## config.mk

```make
export PLATFORM = sky130hd
export DESIGN_NAME = pgmap_tlb
export DESIGN_NICKNAME = d
export VERILOG_FILES = /design/src/rtl/pgmap_pkg.sv /design/src/rtl/pgmap_match.sv /design/src/rtl/pgmap_victim.sv /design/src/rtl/pgmap_tlb.sv
export SDC_FILE = /design/constraint.sdc
export NUM_CORES = 1
export LEC_CHECK = 0
export ABC_CLOCK_PERIOD_IN_PS = 6250
export BUFFER_PORTS_ARGS = -buffer_cell sky130_fd_sc_hd__buf_2
export CAP_MARGIN = 30
export CORE_MARGIN = 4
export CORE_UTILIZATION = 45
export DETAILED_ROUTE_END_ITERATION = 10
export GPL_TIMING_DRIVEN = 1
export HOLD_SLACK_MARGIN = 0.15
export PLACE_DENSITY = 0.66
export SETUP_SLACK_MARGIN = 0.3
export SYNTH_ARGS = -nofsm -noshare
export SYNTH_HDL_FRONTEND = slang
export SYNTH_HIERARCHICAL = 1
export SYNTH_SLANG_ARGS = --single-unit
export TNS_END_PERCENT = 30
```

## constraint.sdc

```tcl
create_clock -name clk -period 6.25 [get_ports clk]
set_clock_uncertainty 0.1 [all_clocks]
set_input_delay 0.9375 -clock clk [delete_from_list [all_inputs] [get_ports clk]]
set_output_delay 0.9375 -clock clk [all_outputs]
set_load 0.01 [all_outputs]
```

## src/rtl/pgmap_pkg.sv

```systemverilog
package pgmap_pkg;
  // outcome of one lookup, used by the response stage
  typedef enum logic [1:0] {
    LK_IDLE = 2'd0,
    LK_HIT  = 2'd1,
    LK_MISS = 2'd2,
    LK_PROT = 2'd3
  } lk_outcome_e;
endpackage

```

## src/rtl/pgmap_match.sv

```systemverilog
module pgmap_match #(
  parameter int ENTRIES = 16,
  parameter int VPN_W   = 20,
  localparam int IDX_W  = (ENTRIES > 1) ? $clog2(ENTRIES) : 1
) (
  input  logic [VPN_W-1:0]              key_i,
  input  logic [ENTRIES-1:0]            live_i,
  input  logic [ENTRIES-1:0][VPN_W-1:0] tags_i,
  output logic                          any_o,
  output logic [IDX_W-1:0]              idx_o
);
  logic [ENTRIES-1:0] eq_vec;

  // one comparator per slot, all in parallel
  for (genvar g = 0; g < ENTRIES; g++) begin : g_cmp
    assign eq_vec[g] = live_i[g] && (tags_i[g] == key_i);
  end

  assign any_o = |eq_vec;

  // lowest index wins if software ever installs a duplicate
  always_comb begin
    idx_o = '0;
    for (int i = ENTRIES - 1; i >= 0; i--) begin
      if (eq_vec[i]) idx_o = IDX_W'(i);
    end
  end
endmodule

```

## src/rtl/pgmap_victim.sv

```systemverilog
module pgmap_victim #(
  parameter int ENTRIES = 16,
  localparam int IDX_W  = (ENTRIES > 1) ? $clog2(ENTRIES) : 1
) (
  input  logic [ENTRIES-1:0] live_i,
  input  logic [ENTRIES-1:0] used_i,
  output logic [IDX_W-1:0]   slot_o
);
  logic [IDX_W-1:0] free_idx, cold_idx;
  logic             free_any, cold_any;

  always_comb begin
    free_idx = '0;
    cold_idx = '0;
    for (int i = ENTRIES - 1; i >= 0; i--) begin
      if (!live_i[i]) free_idx = IDX_W'(i);
      if (!used_i[i]) cold_idx = IDX_W'(i);
    end
  end

  assign free_any = ~&live_i;
  assign cold_any = ~&used_i;

  // tiers: free slot, then unused slot, then slot 0
  assign slot_o = free_any ? free_idx : (cold_any ? cold_idx : '0);
endmodule

```

## src/rtl/pgmap_tlb.sv

```systemverilog
module pgmap_tlb
  import pgmap_pkg::*;
#(
  parameter int ENTRIES = 16,
  parameter int VPN_W   = 20,
  parameter int PFN_W   = 20,
  localparam int IDX_W  = (ENTRIES > 1) ? $clog2(ENTRIES) : 1
) (
  input  logic             clk,
  input  logic             rst,
  input  logic             lk_valid,
  input  logic [VPN_W-1:0] lk_vpn,
  input  logic             lk_write,
  input  logic             epoch_clear,
  input  logic             flush,
  input  logic             fill_valid,
  input  logic             fill_priv,
  input  logic [VPN_W-1:0] fill_vpn,
  input  logic [PFN_W-1:0] fill_pfn,
  input  logic             fill_rd,
  input  logic             fill_wr,
  output logic             resp_valid,
  output logic             resp_hit,
  output logic             resp_miss,
  output logic             resp_prot,
  output logic [PFN_W-1:0] resp_pfn,
  output logic             resp_dirty,
  output logic             fill_done,
  output logic [IDX_W-1:0] fill_slot,
  output logic             fill_denied
);
  // per-slot status flags
  logic [ENTRIES-1:0] live_q, used_q, mod_q, perm_r_q, perm_w_q;
  // tag and frame storage, written only by fills, no reset
  logic [ENTRIES-1:0][VPN_W-1:0] tag_q;
  logic [ENTRIES-1:0][PFN_W-1:0] frame_q;

  logic             hit_any;
  logic [IDX_W-1:0] hit_idx;
  logic [IDX_W-1:0] victim;
  logic             perm_ok, acc_ok, fill_go;
  lk_outcome_e      outcome;

  pgmap_match #(.ENTRIES(ENTRIES), .VPN_W(VPN_W)) u_match (
    .key_i  (lk_vpn),
    .live_i (live_q),
    .tags_i (tag_q),
    .any_o  (hit_any),
    .idx_o  (hit_idx)
  );

  pgmap_victim #(.ENTRIES(ENTRIES)) u_victim (
    .live_i (live_q),
    .used_i (used_q),
    .slot_o (victim)
  );

  assign perm_ok = lk_write ? perm_w_q[hit_idx] : perm_r_q[hit_idx];
  assign fill_go = fill_valid && fill_priv && !flush;

  always_comb begin
    if (!lk_valid)    outcome = LK_IDLE;
    else if (!hit_any) outcome = LK_MISS;
    else if (!perm_ok) outcome = LK_PROT;
    else               outcome = LK_HIT;
  end
  assign acc_ok = (outcome == LK_HIT);

  // status flags; later statements take precedence
  always_ff @(posedge clk) begin
    if (rst) begin
      live_q   <= '0;
      used_q   <= '0;
      mod_q    <= '0;
      perm_r_q <= '0;
      perm_w_q <= '0;
    end else begin
      if (epoch_clear) used_q <= '0;
      if (acc_ok) begin
        used_q[hit_idx] <= 1'b1;
        if (lk_write) mod_q[hit_idx] <= 1'b1;
      end
      if (flush) begin
        live_q <= '0;
      end else if (fill_go) begin
        live_q[victim]   <= 1'b1;
        used_q[victim]   <= 1'b1;
        mod_q[victim]    <= 1'b0;
        perm_r_q[victim] <= fill_rd;
        perm_w_q[victim] <= fill_wr;
      end
    end
  end

  always_ff @(posedge clk) begin
    if (fill_go) begin
      tag_q[victim]   <= fill_vpn;
      frame_q[victim] <= fill_pfn;
    end
  end

  // registered responses
  always_ff @(posedge clk) begin
    if (rst) begin
      resp_valid  <= 1'b0;
      resp_hit    <= 1'b0;
      resp_miss   <= 1'b0;
      resp_prot   <= 1'b0;
      resp_pfn    <= '0;
      resp_dirty  <= 1'b0;
      fill_done   <= 1'b0;
      fill_slot   <= '0;
      fill_denied <= 1'b0;
    end else begin
      resp_valid  <= (outcome != LK_IDLE);
      resp_hit    <= acc_ok;
      resp_miss   <= (outcome == LK_MISS);
      resp_prot   <= (outcome == LK_PROT);
      resp_pfn    <= acc_ok ? frame_q[hit_idx] : '0;
      resp_dirty  <= acc_ok && (mod_q[hit_idx] || lk_write);
      fill_done   <= fill_go;
      fill_slot   <= fill_go ? victim : '0;
      fill_denied <= fill_valid && !fill_priv;
    end
  end
endmodule

```

==> metrics.log <==
[metrics] run status: finished, final reports clean
[metrics] final total negative setup slack: 0 ns
[metrics] synthesized netlist net count: 1,825
[metrics] Critical Path End Type: flop
[metrics] RD Place Congestion: 0.876
[metrics] setup bufs post-CTS: 0
[metrics] # hold bufs at CTS: 0
[metrics] Rel. slew slack: 31.5%
[metrics] number of instances resized during post-cts repair: 0
[metrics] post-synthesis register bit count: 751
[metrics] class of the most critical hold timing path: reg2reg
[metrics] PD cells: 296 nW/µm²
[metrics] final standard cell utilization of the core: 52.6%
[metrics] HPWL after detailed placement: 46.9 mm
[metrics] max-slew violation count: 0
[metrics] Worst path depth: 14
[metrics] overall die height: 267 µm
[metrics] number of global-route vias before repair: 16,600
[metrics] H-tree depth: 3
[metrics] CP top delay family: compound AO/OA/AOI/OAI gates
[metrics] cells after synthesis: 1,755
[metrics] Worst Hold Margin: 0.363 ns
[metrics] Period Utilization, post-route: 81.6%
[metrics] endpoint of the worst register-to-register path: resp_pfn[3]
[metrics] minimum clock period after layout: 5.10 ns
[metrics] share of flip-flops with an asynchronous set or reset after synthesis: 0%
[metrics] initial antenna violation count: 4
[metrics] worst reg-to-reg setup slack: 1.38 ns
[metrics] leading post-synthesis cells by instance count: sky130_fd_sc_hd__edfxtp_1 (640), sky130_fd_sc_hd__xnor2_1 (236), sky130_fd_sc_hd__dfxtp_1 (111), sky130_fd_sc_hd__mux4_2 (109), sky130_fd_sc_hd__xor2_1 (82)
[metrics] category of the most critical setup path: in2reg
[metrics] leading cell types by total area after synthesis: sky130_fd_sc_hd__edfxtp_1 (63%), sky130_fd_sc_hd__mux4_2 (8.1%), sky130_fd_sc_hd__dfxtp_1 (7.3%)
[metrics] cell row count: 94
[metrics] type of element launching the critical path: primary input
[metrics] Initial Util: 45.7%
[metrics] most numerous cell in the Yosys netlist: sky130_fd_sc_hd__edfxtp_1
[metrics] share of cells above drive strength 1: 22.8%
[metrics] count of boundary I/O pins: 101
[metrics] drt wl/cell: 27.6 µm
[metrics] violation count after the first detailed-route iteration: 1,797
[metrics] Max Clock Freq: 196 MHz
[metrics] number of sinks on the clock net: 751
[metrics] slew at the pin closest to its max-slew limit: 1.02 ns
[metrics] register area share after synthesis: 70.8%
[metrics] number of antenna-violating nets in the routed design: 0
[metrics] Reg clk slew, reported paths: 0.06 ns
[metrics] biggest area consumer among synthesized cells: sky130_fd_sc_hd__edfxtp_1
[metrics] number of clock buffers inserted by TritonCTS: 77
[metrics] area of the mapped netlist: 30,300 µm²
[metrics] Detailed Routing Iterations Pass 1: 5
[metrics] pin count of the biggest net entering global routing: 81
[metrics] largest stage delay on the critical path: 0.62 ns
[metrics] total of max-cap violations: 0
[metrics] total overflow reported by the global router: 0
[metrics] Yosys cell types: 60
[metrics] post-detailed-route via-to-cell ratio: 5.83
[metrics] CP cell instances: buf_2, xor2_1, nor4_1, nand3_1, a211o_1, a21bo_1, a21oi_2, o2111ai_1, a32oi_4, buf_12, mux4_2, mux4_2, nor3b_1, buf_4
[metrics] NumNets Final: 1,997
[metrics] drc violations: 0
[metrics] required time reported for the critical path endpoint: 6.65 ns
[metrics] Max stage delay cell, worst path: sky130_fd_sc_hd__a32oi_4
[metrics] setup repair after global routing missed its margin: false
[metrics] source-to-sink clock delay at the later pin of the worst-skew pair: 0.63 ns
[metrics] top flip-flop cell by instance count after synthesis: sky130_fd_sc_hd__edfxtp_1
[metrics] startpoint of the worst register-to-register path: tag_q[311]
[metrics] Peak VDD IR: 0.260 mV
[metrics] area of the placeable core: 66,200 µm²
[metrics] origin of the worst setup path: lk_vpn[4]
[metrics] number of endpoints failing setup at the final stage: 0
[metrics] overall global routing resource usage: 22.1%
[metrics] Placed Instance Area: 32,300 µm²
[metrics] Synth-to-Final Area Change: 15.1%
[metrics] CTS tree: built
[metrics] CTS Root Cell: sky130_fd_sc_hd__clkbuf_16
[metrics] leakage: 10.8 nW
[metrics] first-pass GRT wire length: 115 mm
[metrics] number of warnings reported in the yosys synthesis log: 6
[metrics] DIE AREA: 71,500 µm²
[metrics] Synth top area share: 63.5%
[metrics] final standard cell area without fillers: 34,800 µm²
[metrics] drt total wl: 78.9 mm
[metrics] Worst Setup EP: resp_pfn[3]
[metrics] number of failing hold endpoints at the final stage: 0
[metrics] number of synthesized flops with an enable pin: 640
[metrics] horizontal die dimension: 267 µm
[metrics] r2r worst-path depth: 13
[metrics] total number of vias: 16,700
[metrics] count of buffer and inverter cells on the critical path: 3
[metrics] post-synthesis average cell area: 17.3 µm²
[metrics] input/output buffers: 100
[metrics] number of buffers on the longest clock path: 3
[metrics] critical path data arrival time: 5.50 ns
[metrics] critical path's most frequent cell: sky130_fd_sc_hd__mux4_2
[metrics] Max FO, Critical Path: 73
sequential cells by signal, summed over array words and instances (netlist names), 4 cells and up:
name,count
fill_slot,4
perm_w_q,16
perm_r_q,16
frame_q,320
live_q,16
mod_q,16
resp_pfn,20
tag_q,320
used_q,16
logic make-up after synthesis:
family / count (synthesis) / synth area share [%]
XOR/XNOR: 319 / 9.25
multiplexers: 147 / 9.36
AO/OA/AOI/OAI: 121 / 2.75
AND/OR/NAND/NOR: 312 / 5.96
flip-flops: 751 / 70.8
buffers and inverters: 105 / 1.86
power by group:
group	internal [mW]	leakage (nW)	switching [mW]
combinational	0.115	2.94	0.250
clock	2.56	1.21	1.94
sequential	5.44	6.65	0.00360
routing by layer:
metal | track usage (%) | routed length [µm] | up-vias | part of all wire [%]
li1 | - | - | 7128 | -
met1 | 30.9 | 32700 | 8711 | 41
met2 | 36.6 | 38900 | 718 | 49
met3 | 3.50 | 5850 | 96 | 7.4
met4 | 5.48 | 1490 | 0 | 1.9
met5 | 0 | 0 | - | 0
through the flow:
step           worst slack, ns  cells  power, mW
3_3_place_gp             0.506   2710       5.90
4_1_cts                   1.18   2853       10.4
5_1_grt                  0.887   2853       10.6
3_5_place_dp             0.533   2712       5.91
2_1_floorplan             1.26   1755       5.74
6_report                  1.15   2857       10.3
cell type report:
class                   count  area [µm²]
diodes                      4        10.0
clock buffers              98        2100
clock inverters            43         384
fillers                  5197       31400
inverters                  10        37.5
multi-input cells         899        8430
flip-flops and latches    751       21400
well taps                 864        1080
repair buffers            188        1360
how the worst min path moves through the flow:
stage,to,depth (start not counted),start,slack [ns]
after floorplan,mod_q[14],2,mod_q[14],0.31
after global placement,mod_q[14],2,mod_q[14],0.33
after detailed placement,mod_q[9],1,mod_q[9],0.35
after CTS,mod_q[11],1,mod_q[11],0.36
after global routing,mod_q[11],1,mod_q[11],0.38
final,mod_q[11],1,mod_q[11],0.36
cells in the final DEF (no fill, tap or decap), drive strengths merged, types with 13 or more instances in the layout:
cell / instances
edfxtp: 640
xnor2: 237
buf: 188
dfxtp: 111
mux4: 109
clkbuf: 98
xor2: 82
nand4: 71
nor2: 57
mux2i: 38
nand2: 35
nor4: 35
a21oi: 34
clkinv: 32
nand3: 27
nor3b: 21
o21ai: 18
o21a: 16
inv: 13
No activity file was read; power rests on OpenSTA's default activity.
